## src/rtl/wcs_pkg.sv

```systemverilog
package wcs_pkg;
  parameter int unsigned DEF_DATA_W     = 8;
  parameter int unsigned DEF_POLL_BIT   = 7;
  parameter int unsigned DEF_TOGGLE_BIT = 6;

  typedef enum logic {
    ACC_IDLE = 1'b0,
    ACC_OPEN = 1'b1
  } acc_state_e;
endpackage

```

## src/rtl/wcs_access_tracker.sv

```systemverilog
module wcs_access_tracker
  import wcs_pkg::*;
(
  input  logic clk_i,
  input  logic rst_ni,
  input  logic oe_ni,
  input  logic ce_ni,
  output logic acc_close_o
);
  acc_state_e state_q, state_d;
  logic       open_now;

  assign open_now = ~oe_ni & ~ce_ni;

  always_comb begin
    state_d = state_q;
    unique case (state_q)
      ACC_IDLE: if (open_now)  state_d = ACC_OPEN;
      ACC_OPEN: if (!open_now) state_d = ACC_IDLE;
      default:  state_d = ACC_IDLE;
    endcase
  end

  always_ff @(posedge clk_i or negedge rst_ni) begin
    if (!rst_ni) state_q <= ACC_IDLE;
    else         state_q <= state_d;
  end

  // raising either enable ends the access
  assign acc_close_o = (state_q == ACC_OPEN) && !open_now;
endmodule

```

## src/rtl/wcs_status_regs.sv

```systemverilog
module wcs_status_regs #(
  parameter int unsigned DATA_W = 8
) (
  input  logic              clk_i,
  input  logic              rst_ni,
  input  logic              busy_i,
  input  logic              load_i,
  input  logic [DATA_W-1:0] load_data_i,
  input  logic              acc_close_i,
  output logic [DATA_W-1:0] last_o,
  output logic              tog_o,
  output logic              run_o
);
  logic [DATA_W-1:0] last_q;
  logic              tog_q;
  logic              run_q;
  logic              start;

  assign start = busy_i & ~run_q;

  always_ff @(posedge clk_i or negedge rst_ni) begin
    if (!rst_ni) begin
      last_q <= '0;
      tog_q  <= 1'b0;
      run_q  <= 1'b0;
    end else begin
      run_q <= busy_i;
      if (load_i && !busy_i) last_q <= load_data_i;
      if (start)                      tog_q <= 1'b0;
      else if (busy_i && acc_close_i) tog_q <= ~tog_q;
    end
  end

  assign last_o = last_q;
  assign tog_o  = tog_q;
  assign run_o  = run_q;
endmodule

```

## src/rtl/wcs_read_mux.sv

```systemverilog
module wcs_read_mux #(
  parameter int unsigned DATA_W     = 8,
  parameter int unsigned POLL_BIT   = 7,
  parameter int unsigned TOGGLE_BIT = 6
) (
  input  logic              busy_i,
  input  logic              run_i,
  input  logic              tog_i,
  input  logic [DATA_W-1:0] last_i,
  input  logic [DATA_W-1:0] array_i,
  output logic [DATA_W-1:0] data_o
);
  logic [DATA_W-1:0] status;

  for (genvar b = 0; b < DATA_W; b++) begin : g_bit
    if (b == POLL_BIT) begin : g_poll
      assign status[b] = ~last_i[b];
    end else if (b == TOGGLE_BIT) begin : g_tog
      // first cycle of a period: register not yet cleared
      assign status[b] = run_i & tog_i;
    end else begin : g_echo
      assign status[b] = last_i[b];
    end
  end

  assign data_o = busy_i ? status : array_i;
endmodule

```

## src/rtl/wr_status_responder.sv

```systemverilog
module wr_status_responder
  import wcs_pkg::*;
#(
  parameter int unsigned DATA_W     = DEF_DATA_W,
  parameter int unsigned POLL_BIT   = DEF_POLL_BIT,
  parameter int unsigned TOGGLE_BIT = DEF_TOGGLE_BIT
) (
  input  logic              clk_i,
  input  logic              rst_ni,
  input  logic              busy_i,
  input  logic              oe_ni,
  input  logic              ce_ni,
  input  logic              load_i,
  input  logic [DATA_W-1:0] load_data_i,
  input  logic [DATA_W-1:0] array_data_i,
  output logic [DATA_W-1:0] rd_data_o
);
  logic              acc_close;
  logic [DATA_W-1:0] last;
  logic              tog;
  logic              run;

  wcs_access_tracker u_acc (
    .clk_i       (clk_i),
    .rst_ni      (rst_ni),
    .oe_ni       (oe_ni),
    .ce_ni       (ce_ni),
    .acc_close_o (acc_close)
  );

  wcs_status_regs #(.DATA_W(DATA_W)) u_regs (
    .clk_i       (clk_i),
    .rst_ni      (rst_ni),
    .busy_i      (busy_i),
    .load_i      (load_i),
    .load_data_i (load_data_i),
    .acc_close_i (acc_close),
    .last_o      (last),
    .tog_o       (tog),
    .run_o       (run)
  );

  wcs_read_mux #(
    .DATA_W    (DATA_W),
    .POLL_BIT  (POLL_BIT),
    .TOGGLE_BIT(TOGGLE_BIT)
  ) u_mux (
    .busy_i  (busy_i),
    .run_i   (run),
    .tog_i   (tog),
    .last_i  (last),
    .array_i (array_data_i),
    .data_o  (rd_data_o)
  );
endmodule

```

## config.mk

```make
export PLATFORM = sky130hd
export DESIGN_NAME = wr_status_responder
export DESIGN_NICKNAME = d
export VERILOG_FILES = /design/src/rtl/wcs_pkg.sv /design/src/rtl/wcs_access_tracker.sv /design/src/rtl/wcs_status_regs.sv /design/src/rtl/wcs_read_mux.sv /design/src/rtl/wr_status_responder.sv
export SDC_FILE = /design/constraint.sdc
export NUM_CORES = 1
export LEC_CHECK = 0
export ABC_CLOCK_PERIOD_IN_PS = 2100
export BUFFER_PORTS_ARGS = -buffer_cell sky130_fd_sc_hd__buf_2
export CAP_MARGIN = 5
export CORE_MARGIN = 2
export CORE_UTILIZATION = 35
export CTS_CLUSTER_SIZE = 10
export DETAILED_ROUTE_END_ITERATION = 8
export PLACE_DENSITY = 0.63
export SYNTH_ARGS = -nofsm -noshare
export SYNTH_HDL_FRONTEND = slang
export SYNTH_SLANG_ARGS = --single-unit
```

## constraint.sdc

```tcl
create_clock -name clk_i -period 2.1 [get_ports clk_i]
set_input_delay 0.315 -clock clk_i [delete_from_list [all_inputs] [get_ports clk_i]]
set_output_delay 0.315 -clock clk_i [all_outputs]
set_load 0.05 [all_outputs]
```

==> flow_summary.json, run 1 <==
{
  "status": "complete, no violations",
  "drc": 0,
  "portBuffers": 28,
  "final_common_cell": "buf_2",
  "maxCapViolCount": 0,
  "p_sw_frac": 0.317,
  "clock-sinks": 10,
  "synthCells": 37,
  "fin_crit_ns": 1.46,
  "hold_viol": 0,
  "cts_buffers": 3,
  "path_class": "primary input to output port",
  "rsz0062_at_grt": "false",
  "io_pins": 30,
  "syn_avg_cell_area_um2": 13.9,
  "area_growth_syn_to_layout_pct": 38.3,
  "nNetsFinal": 93,
  "syn_area_um2": 515,
  "wl_per_cell_um": 11.5,
  "worstPathRequired_ns": 1.78,
  "fin_setup_tns_ns": 0,
  "die-height_um": 42.4,
  "firstDrtPassIters": 2,
  "rows": 13,
  "synth-compound-area-share": 0.0388,
  "cpMostUsedCell": "buf_2",
  "synth.area.mux_share": 0.354,
  "floorplan.initialDensity": 0.386,
  "critPathLaunchType": "primary input",
  "cp.arrival_ns": 1.15,
  "grt_usage": 0.121,
  "net-switching-power_w": 0.000186,
  "placed_area_um2": 667,
  "antenna_found_initial": 0,
  "worst_pin_slew_ns": 0.275,
  "dp_hpwl_um": 732,
  "leakagePower_nw": 0.374,
  "synth_seq_area_share": 0.485,
  "crit_path_cell_trace": "buf_2, mux2_2, buf_2",
  "p_clk_frac": 0.298,
  "cell_internal_pwr_w": 0.000400,
  "vias": 396,
  "end_kind": "output port",
  "core_area_um2": 1330,
  "grt_pass1_vias": 371,
  "report.final.slew_viol_count": 0,
  "fillers": 133,
  "p_comb_frac": 0.304,
  "clock_tree.root_cell": "clkbuf_4",
  "num_antenna_cells": 0,
  "cpPeakStageDelay_ns": 0.37,
  "synth_top_family_by_area": "multiplexers",
  "clock_skew_ns": 0.00680,
  "wirelength_um": 981,
  "synth-xor-area-share": 0,
  "yosys.area_share.simple": 0.0631,
  "synth_nets": 59,
  "grt_remaining_overflow": 0,
  "synth_cell_types": 14,
  "cellPowerDensity_nw_per_um2": 821,
  "critical_path.slowest_cell": "mux2_2",
  "fin_crit_sh": 0.697,
  "gp_congestion": 0.654,
  "insertion_delay_ns": 0.27,
  "peakVddDrop_uv": 448,
  "die_x_um": 42.4,
  "cts_htree_levels": 1,
  "via_per_inst": 4.66,
  "cp_max_fo": 13,
  "dieArea_um2": 1800,
  "final_cell_area_um2": 713,
  "cts_tree": "done",
  "synth_warnings": 0,
  "grt_max_degree": 14,
  "cts.clk_slew.worst_paths_ns": 0.07,
  "ant_nets": 0,
  "finalSetupViolations": 0,
  "hold_path_class": "primary input to register",
  "grt_pass1_wl_um": 1600,
  "synth_fa_ha_area_frac": 0,
  "fmax_mhz": 683,
  "ys_ff_latch": 10,
  "mostFrequentLayoutCells": "buf_2, dfrtp_1, mux2_4",
  "post_cts_buffers": 0,
  "drive_gt1_frac": 0.686,
  "p_seq_frac": 0.398,
  "initialDrtViolationCount": 4,
  "slew_headroom": 0.817,
  "power_w": 0.000586,
  "ctsLongestPathBuffers": 2
}
-- critical path, delay by kind of cell --
family / cells / cell delay [ns]
buf+inv: 2 / 0.46
mux: 1 / 0.37
-- sequential cells by signal (all words and copies together) (netlist names) --
name / cells
u_acc.state_q: 1
u_regs.last_o: 7
u_regs.run_o: 1
u_regs.tog_o: 1
-- final cells by class --
| class | instances | area (µm²) | area share |
|---|---|---|---|
| sequential | 10 | 250 | 0.351 |
| multi-input combinational | 23 | 235 | 0.330 |
| timing repair buffer | 31 | 165 | 0.232 |
| clock buffer | 4 | 36.3 | 0.0509 |
| tap | 15 | 18.8 | 0.0263 |
| inverter | 2 | 7.51 | 0.0105 |
-- metrics by stage --
stage	hold slack (ns)	std cells	utilization	setup slack, ns
after floorplan	0.0194	37	-	0.240
after global placement	0.182	80	0.500	0.632
after detailed placement	0.188	80	0.500	0.629
after CTS	0.187	85	0.535	0.626
after global routing	0.190	85	0.535	0.582
final	0.196	85	0.535	0.636
-- cells in the mapped netlist --
cell,number,area (µm²)
nor2b_1,2,12.5
nand3_1,1,5.00
mux2_4,7,105
mux2i_1,1,10.0
inv_1,2,7.51
buf_6,2,22.5
mux2_2,6,67.6
nor2_1,1,3.75
o21ai_0,1,5.00
nor3_1,1,5.00
nand2_2,1,6.26
dfrtp_1,10,250
a311o_1,1,10.0
o21ai_1,1,5.00
-- final timing paths --
path,start,end,slack (ns),cells past startpoint
max,busy_i,rd_data_o[2],0.64,3
min,oe_ni,u_acc.state_q,0.20,2
max reg2reg,u_acc.state_q,u_regs.tog_o,1.12,3
min reg2reg,u_regs.last_o[2],u_regs.last_o[2],0.51,1
max in group asynchronous,rst_ni,u_regs.last_o[2],1.48,2
min in group asynchronous,rst_ni,u_regs.last_o[3],0.43,2
-- cells by family after synthesis --
logic type,count (synthesis)
flip-flops,10
AND/OR/NAND/NOR,6
buffers and inverters,4
AO/OA/AOI/OAI,3
multiplexers,14
-- metal layers --
metal,wire length (µm),share of wire,track usage
met2,446,0.45,0.182
met4,0,0,0.0188
met1,446,0.45,0.153
met3,88,0.090,0.0690
met5,0,0,0
-- power by group through the flow --
stage	Sequential, W	Combinational, W	Clock [W]
global placement	0.000236	0.000176	0
finish	0.000233	0.000178	0.000175
floorplan	0.000232	0.000138	0
global route	0.000237	0.000190	0.000191
CTS	0.000233	0.000180	0.000183
detailed placement	0.000236	0.000178	0
-- what timing repair did --
item                                   in CTS  in global routing
hold buffers                                1                  0
gates resized for setup                     0                  0
endpoints found under the hold margin      10                  0
No activity file was read; power rests on OpenSTA's default activity.
==> inputs of run 2 (changes only) <==
- ABC_AREA: default -> 1
- ABC_CLOCK_PERIOD_IN_PS: 2100 -> 1400
- CORE_ASPECT_RATIO: default -> 1.2
- PLACE_DENSITY: 0.63 -> 0.62
- clock period: 2.1 -> 1.4 ns (I/O delays scaled with it)
==> run 2 against run 1 <==
Global-route usage grew 0.82 points; worst setup slack lost 0.48 ns; clock skew shrank 0.0028 ns; register-to-register slack lost 0.46 ns; sequential share of layout area shrank 1.4 points; worst hold slack lost 0.062 ns; routed wire length grew 14%; first-iteration DRC count grew 130%; critical endpoint is now rd_data_o[7]; core utilization shrank 6.5 points; sequential power grew 45%; clock-buffer cell count is the same; cell count grew 42%.
==> flow_summary.json, run 2 <==
{
  "rr_worst_depth": 5,
  "synth_nets": 95,
  "synth_common_cells": "nand2_1, dfrtp_1, nand3_1",
  "synth-edff-count": 0,
  "clock_skew_ns": 0.00400,
  "cts_htree_levels": 1,
  "core_area_um2": 1580,
  "hold_path_class": "primary input to register",
  "clock-sinks": 10,
  "synthArstFlopShare": 1.00,
  "utilization": 0.470,
  "area_growth_syn_to_layout_pct": 28.9,
  "cp_num_cells": 2,
  "synth_cell_types": 13,
  "io_pins": 30,
  "maxCapViolCount": 0,
  "ctsLongestPathBuffers": 2,
  "dieArea_um2": 1990,
  "hold_viol": 0,
  "critical_path.slowest_cell": "dfrtp_1",
  "synth-main-ff-cell": "dfrtp_1",
  "critPathLaunchType": "register",
  "rsz0062_at_grt": "false",
  "rows": 16,
  "wl_per_cell_um": 9.21,
  "synthCells": 73,
  "crit_path_cell_trace": "o21ai_1, buf_2",
  "fmax_mhz": 803,
  "leakagePower_nw": 0.455,
  "synth_warnings": 0,
  "syn_avg_cell_area_um2": 7.90,
  "peakVddDrop_uv": 498,
  "cp.buffers_inverters": 1,
  "stdcell_count": 121,
  "grt_pass1_wl_um": 1750,
  "grt_usage": 0.129,
  "cellPowerDensity_nw_per_um2": 1090,
  "r2r_slack_ns": 0.66,
  "yosysMostFrequentCell": "nand2_1",
  "cts_buffers": 3,
  "gp_congestion": 0.713,
  "firstDrtPassIters": 4,
  "largest_reg_flops": 7,
  "final_common_cell": "nand2_1",
  "status": "complete, no violations",
  "via_per_inst": 4.45,
  "fin_crit_ns": 1.25,
  "path_delay_family": "flip-flops",
  "fin_setup_tns_ns": 0,
  "dp_cells": 116,
  "multi_input_area_um2": 254,
  "hold_slack_ns": 0.134,
  "finalSetupViolations": 0,
  "die_x_um": 41.1,
  "portBuffers": 28,
  "insertion_delay_ns": 0.26,
  "nNetsFinal": 126,
  "crit_path_end": "rd_data_o[7]",
  "clock_tree.root_cell": "clkbuf_4",
  "cpPeakStageDelay_ns": 0.39,
  "r2r_end": "u_regs.tog_o",
  "fin_crit_sh": 0.890,
  "initialDrtViolationCount": 9,
  "grt_remaining_overflow": 0,
  "seq_area_um2": 250,
  "syn_area_um2": 577,
  "slew_headroom": 0.807,
  "fillers": 181,
  "path_class": "register to output port",
  "worst_pin_slew_ns": 0.290,
  "cts_tree": "done",
  "antenna_found_initial": 0,
  "vias": 539,
  "worstPathRequired_ns": 1.19,
  "cp.arrival_ns": 1.04,
  "cp_max_fo": 2,
  "end_kind": "output port",
  "grt_pass1_vias": 458,
  "worstSetupStartpoint": "u_regs.last_o[7]",
  "synth_seq_area_share": 0.434,
  "mostFrequentLayoutCells": "nand2_1, buf_2, dfrtp_1",
  "die-height_um": 48.5,
  "report.final.slew_viol_count": 0,
  "grt_max_degree": 18,
  "drc": 0,
  "synthDominantCellAreaShare": 0.434,
  "synth.largest_area_cell": "dfrtp_1",
  "cts.clk_slew.worst_paths_ns": 0.06,
  "drive_gt1_frac": 0.398,
  "wirelength_um": 1110,
  "dp_hpwl_um": 858,
  "floorplan.initialDensity": 0.365,
  "ant_nets": 0,
  "num_antenna_cells": 0,
  "netlist_top_cells_area": "dfrtp_1, nand2_1, nand3_1, nand3_2, buf_6",
  "reg2reg_from": "u_acc.state_q",
  "ys_ff_latch": 10
}
==> run 2: cells by family (layout without fill, tap and decap cells) <==
kind of cell	count (synthesis)	count (layout)	synth area share
compound gates	1	1	0.00867
buf+inv	9	39	0.126
flops	10	10	0.434
simple gates	53	53	0.432
==> run 2: worst min-delay path by stage <==
stage / from / to / slack, ns / cells past startpoint
after CTS: oe_ni / u_acc.state_q / 0.12 / 2
after detailed placement: rst_ni / u_regs.last_o[5] / 0.08 / 1
after global routing: oe_ni / u_acc.state_q / 0.14 / 2
final: oe_ni / u_acc.state_q / 0.13 / 2
after floorplan: rst_ni / u_acc.state_q / -0.09 / 0
after global placement: rst_ni / u_regs.last_o[7] / 0.08 / 1
==> run 2: power breakdown <==
part	internal (W)	switching [W]	leakage, nW
sequential	0.000320	0.0000176	0.124
combinational	0.0000678	0.000156	0.310
clock	0.000157	0.0000892	0.0210
==> run 2: metal layers <==
layer  global-route usage  wire [µm]  up-vias
met4               0.0667          0        0
met2                0.193        548       22
li1                     -          -      284
met3               0.0413         91        0
met5                    0          0        -
met1                0.157        473      233
==> run 2: area by class of cell <==
| cell class | count | share of cell area |
|---|---|---|
| inverters | 6 | 0.0404 |
| multi-input cells | 54 | 0.342 |
| flip-flops and latches | 10 | 0.337 |
| clock buffers | 4 | 0.0488 |
| repair buffers | 29 | 0.202 |
| well taps | 18 | 0.0303 |
==> run 2: repair_timing <==
action | CTS | global route
hold buffers | 1 | 0
resized for setup | 0 | 0
endpoints found under the hold margin | 10 | 0
buffers inserted | 0 | 0
==> run 2: metrics by stage <==
step,power (W),worst slack (ns),area [µm²]
after floorplan,0.000511,0.0869,577
after global placement,0.000563,0.204,697
after detailed placement,0.000568,0.190,697
after CTS,0.000824,0.138,743
after global routing,0.000865,0.0930,743
final,0.000809,0.154,743
==> inputs of run 3 (changes only) <==
- CELL_PAD_IN_SITES_DETAIL_PLACEMENT: default -> 1
- CELL_PAD_IN_SITES_GLOBAL_PLACEMENT: default -> 2
- CORE_UTILIZATION: 35 -> 22
- PLACE_DENSITY: 0.62 -> 0.72
==> run 3 against run 2 <==
Largest power group unchanged; routed wire length rose by 18%; non-clock buffer count did not move; critical path depth did not move; worst setup slack got worse by 0.0095 ns; first-iteration DRC count fell by 56%; clock power rose by 5%; total power rose by 1.9%; die area rose by 53%.
==> flow_summary.json, run 3 (synthesis gave the netlist of run 2 again) <==
{
  "status": "complete, no violations",
  "drive_gt1_frac": 0.398,
  "vias": 537,
  "pre_cts_slack_ns": 0.177,
  "nNetsFinal": 126,
  "worstPathRequired_ns": 1.19,
  "fmax_mhz": 797,
  "hold_path_class": "primary input to register",
  "ctsLongestPathBuffers": 2,
  "io_pins": 30,
  "peakVddDrop_uv": 291,
  "ant_nets": 0,
  "worst_pin_slew_ns": 0.298,
  "via_per_inst": 3.95,
  "cpPeakStageDelay_ns": 0.38,
  "cp.arrival_ns": 1.05,
  "area_growth_syn_to_layout_pct": 32.1,
  "fin_setup_tns_ns": 0,
  "cp.buffers_inverters": 1,
  "stdcell_count": 136,
  "grt_usage": 0.0997,
  "report.final.slew_viol_count": 0,
  "net-switching-power_w": 0.000279,
  "path_delay_family": "flip-flops",
  "grt_max_degree": 18,
  "leakagePower_nw": 0.455,
  "grt_pass1_wl_um": 2290,
  "finalWorstSetupSlack_ns": 0.145,
  "utilization": 0.305,
  "crit_path_cell_trace": "o21ai_1, buf_2",
  "cts_buffers": 3,
  "num_antenna_cells": 0,
  "dp_cells": 131,
  "wirelength_um": 1310,
  "critPathLaunchType": "register",
  "end_kind": "output port",
  "antenna_found_initial": 0,
  "grt_remaining_overflow": 0,
  "portBuffers": 28,
  "cts_tree": "done",
  "fin_crit_sh": 0.897,
  "rsz0062_at_grt": "false",
  "cts.clk_slew.worst_paths_ns": 0.07,
  "floorplan.initialDensity": 0.230,
  "critical_path.slowest_cell": "dfrtp_1",
  "firstDrtPassIters": 4,
  "die-height_um": 60.1,
  "rows": 20,
  "largest_reg_flops": 7,
  "cell_internal_pwr_w": 0.000546,
  "die_x_um": 50.7,
  "mostFrequentLayoutCells": "nand2_1, buf_2, dfrtp_1",
  "slew_headroom": 0.802,
  "finalSetupViolations": 0,
  "clock-sinks": 10,
  "p_seq_frac": 0.410,
  "p_clk_frac": 0.315,
  "path_class": "register to output port",
  "post_cts_buffers": 0,
  "fin_crit_ns": 1.26,
  "maxCapViolCount": 0,
  "grt_pass1_vias": 516,
  "p_sw_frac": 0.338,
  "cp_max_fo": 2,
  "cts_htree_levels": 1,
  "wl_per_cell_um": 9.63,
  "clock_tree.root_cell": "clkbuf_4",
  "drc": 0,
  "clock_skew_ns": 0.000150,
  "cts_resized": 0,
  "initialDrtViolationCount": 4,
  "core_area_um2": 2500,
  "cellPowerDensity_nw_per_um2": 1080,
  "hold_buffers": 1,
  "insertion_delay_ns": 0.26,
  "hold_viol": 0,
  "p_comb_frac": 0.275,
  "gp_congestion": 0.662,
  "dieArea_um2": 3050,
  "dp_hpwl_um": 1030,
  "final_common_cell": "nand2_1",
  "hold_slack_ns": 0.127
}
==> run 3: cell counts in the layout (fill, tap and decap cells not counted) <==
Identical to the previous run, type by type.
==> run 3: worst paths after layout <==
check,slack [ns],depth (start not counted),endpoint,start
hold reg to reg,0.47,2,u_regs.last_o[3],u_regs.last_o[3]
hold / removal,0.13,2,u_acc.state_q,oe_ni
max in group asynchronous,0.87,2,u_regs.tog_o,rst_ni
min in group asynchronous,0.33,2,u_regs.last_o[7],rst_ni
setup reg to reg,0.66,5,u_regs.tog_o,u_acc.state_q
setup / recovery,0.14,2,rd_data_o[7],u_regs.last_o[7]
==> run 3: stage by stage <==
stage / cell area, µm² / total power (W)
4_1_cts: 762 / 0.000839
2_1_floorplan: 577 / 0.000511
5_1_grt: 762 / 0.000875
3_5_place_dp: 716 / 0.000572
6_report: 762 / 0.000824
3_3_place_gp: 716 / 0.000568
==> run 3: area by class of cell <==
type,instances,area (µm²)
well taps,33,41.3
inverters,6,30.0
repair buffers,29,150
clock buffers,4,36.3
flip-flops and latches,10,250
fillers,337,1740
multi-input cells,54,254
==> run 3: per-layer routing <==
layer  up-vias  share of wire  GRT usage
met5         -              0          0
met2        20           0.48      0.156
met3         2          0.067     0.0225
li1        285              -          -
met4         0          0.014     0.0579
met1       230           0.44      0.126
==> run 3: power by group through the flow <==
stage | combinational (W) | clock, W | sequential, W
after detailed placement | 0.000229 | 0 | 0.000343
after global routing | 0.000251 | 0.000282 | 0.000342
after CTS | 0.000231 | 0.000270 | 0.000338
after floorplan | 0.000172 | 0 | 0.000339
final | 0.000227 | 0.000260 | 0.000338
after global placement | 0.000226 | 0 | 0.000342
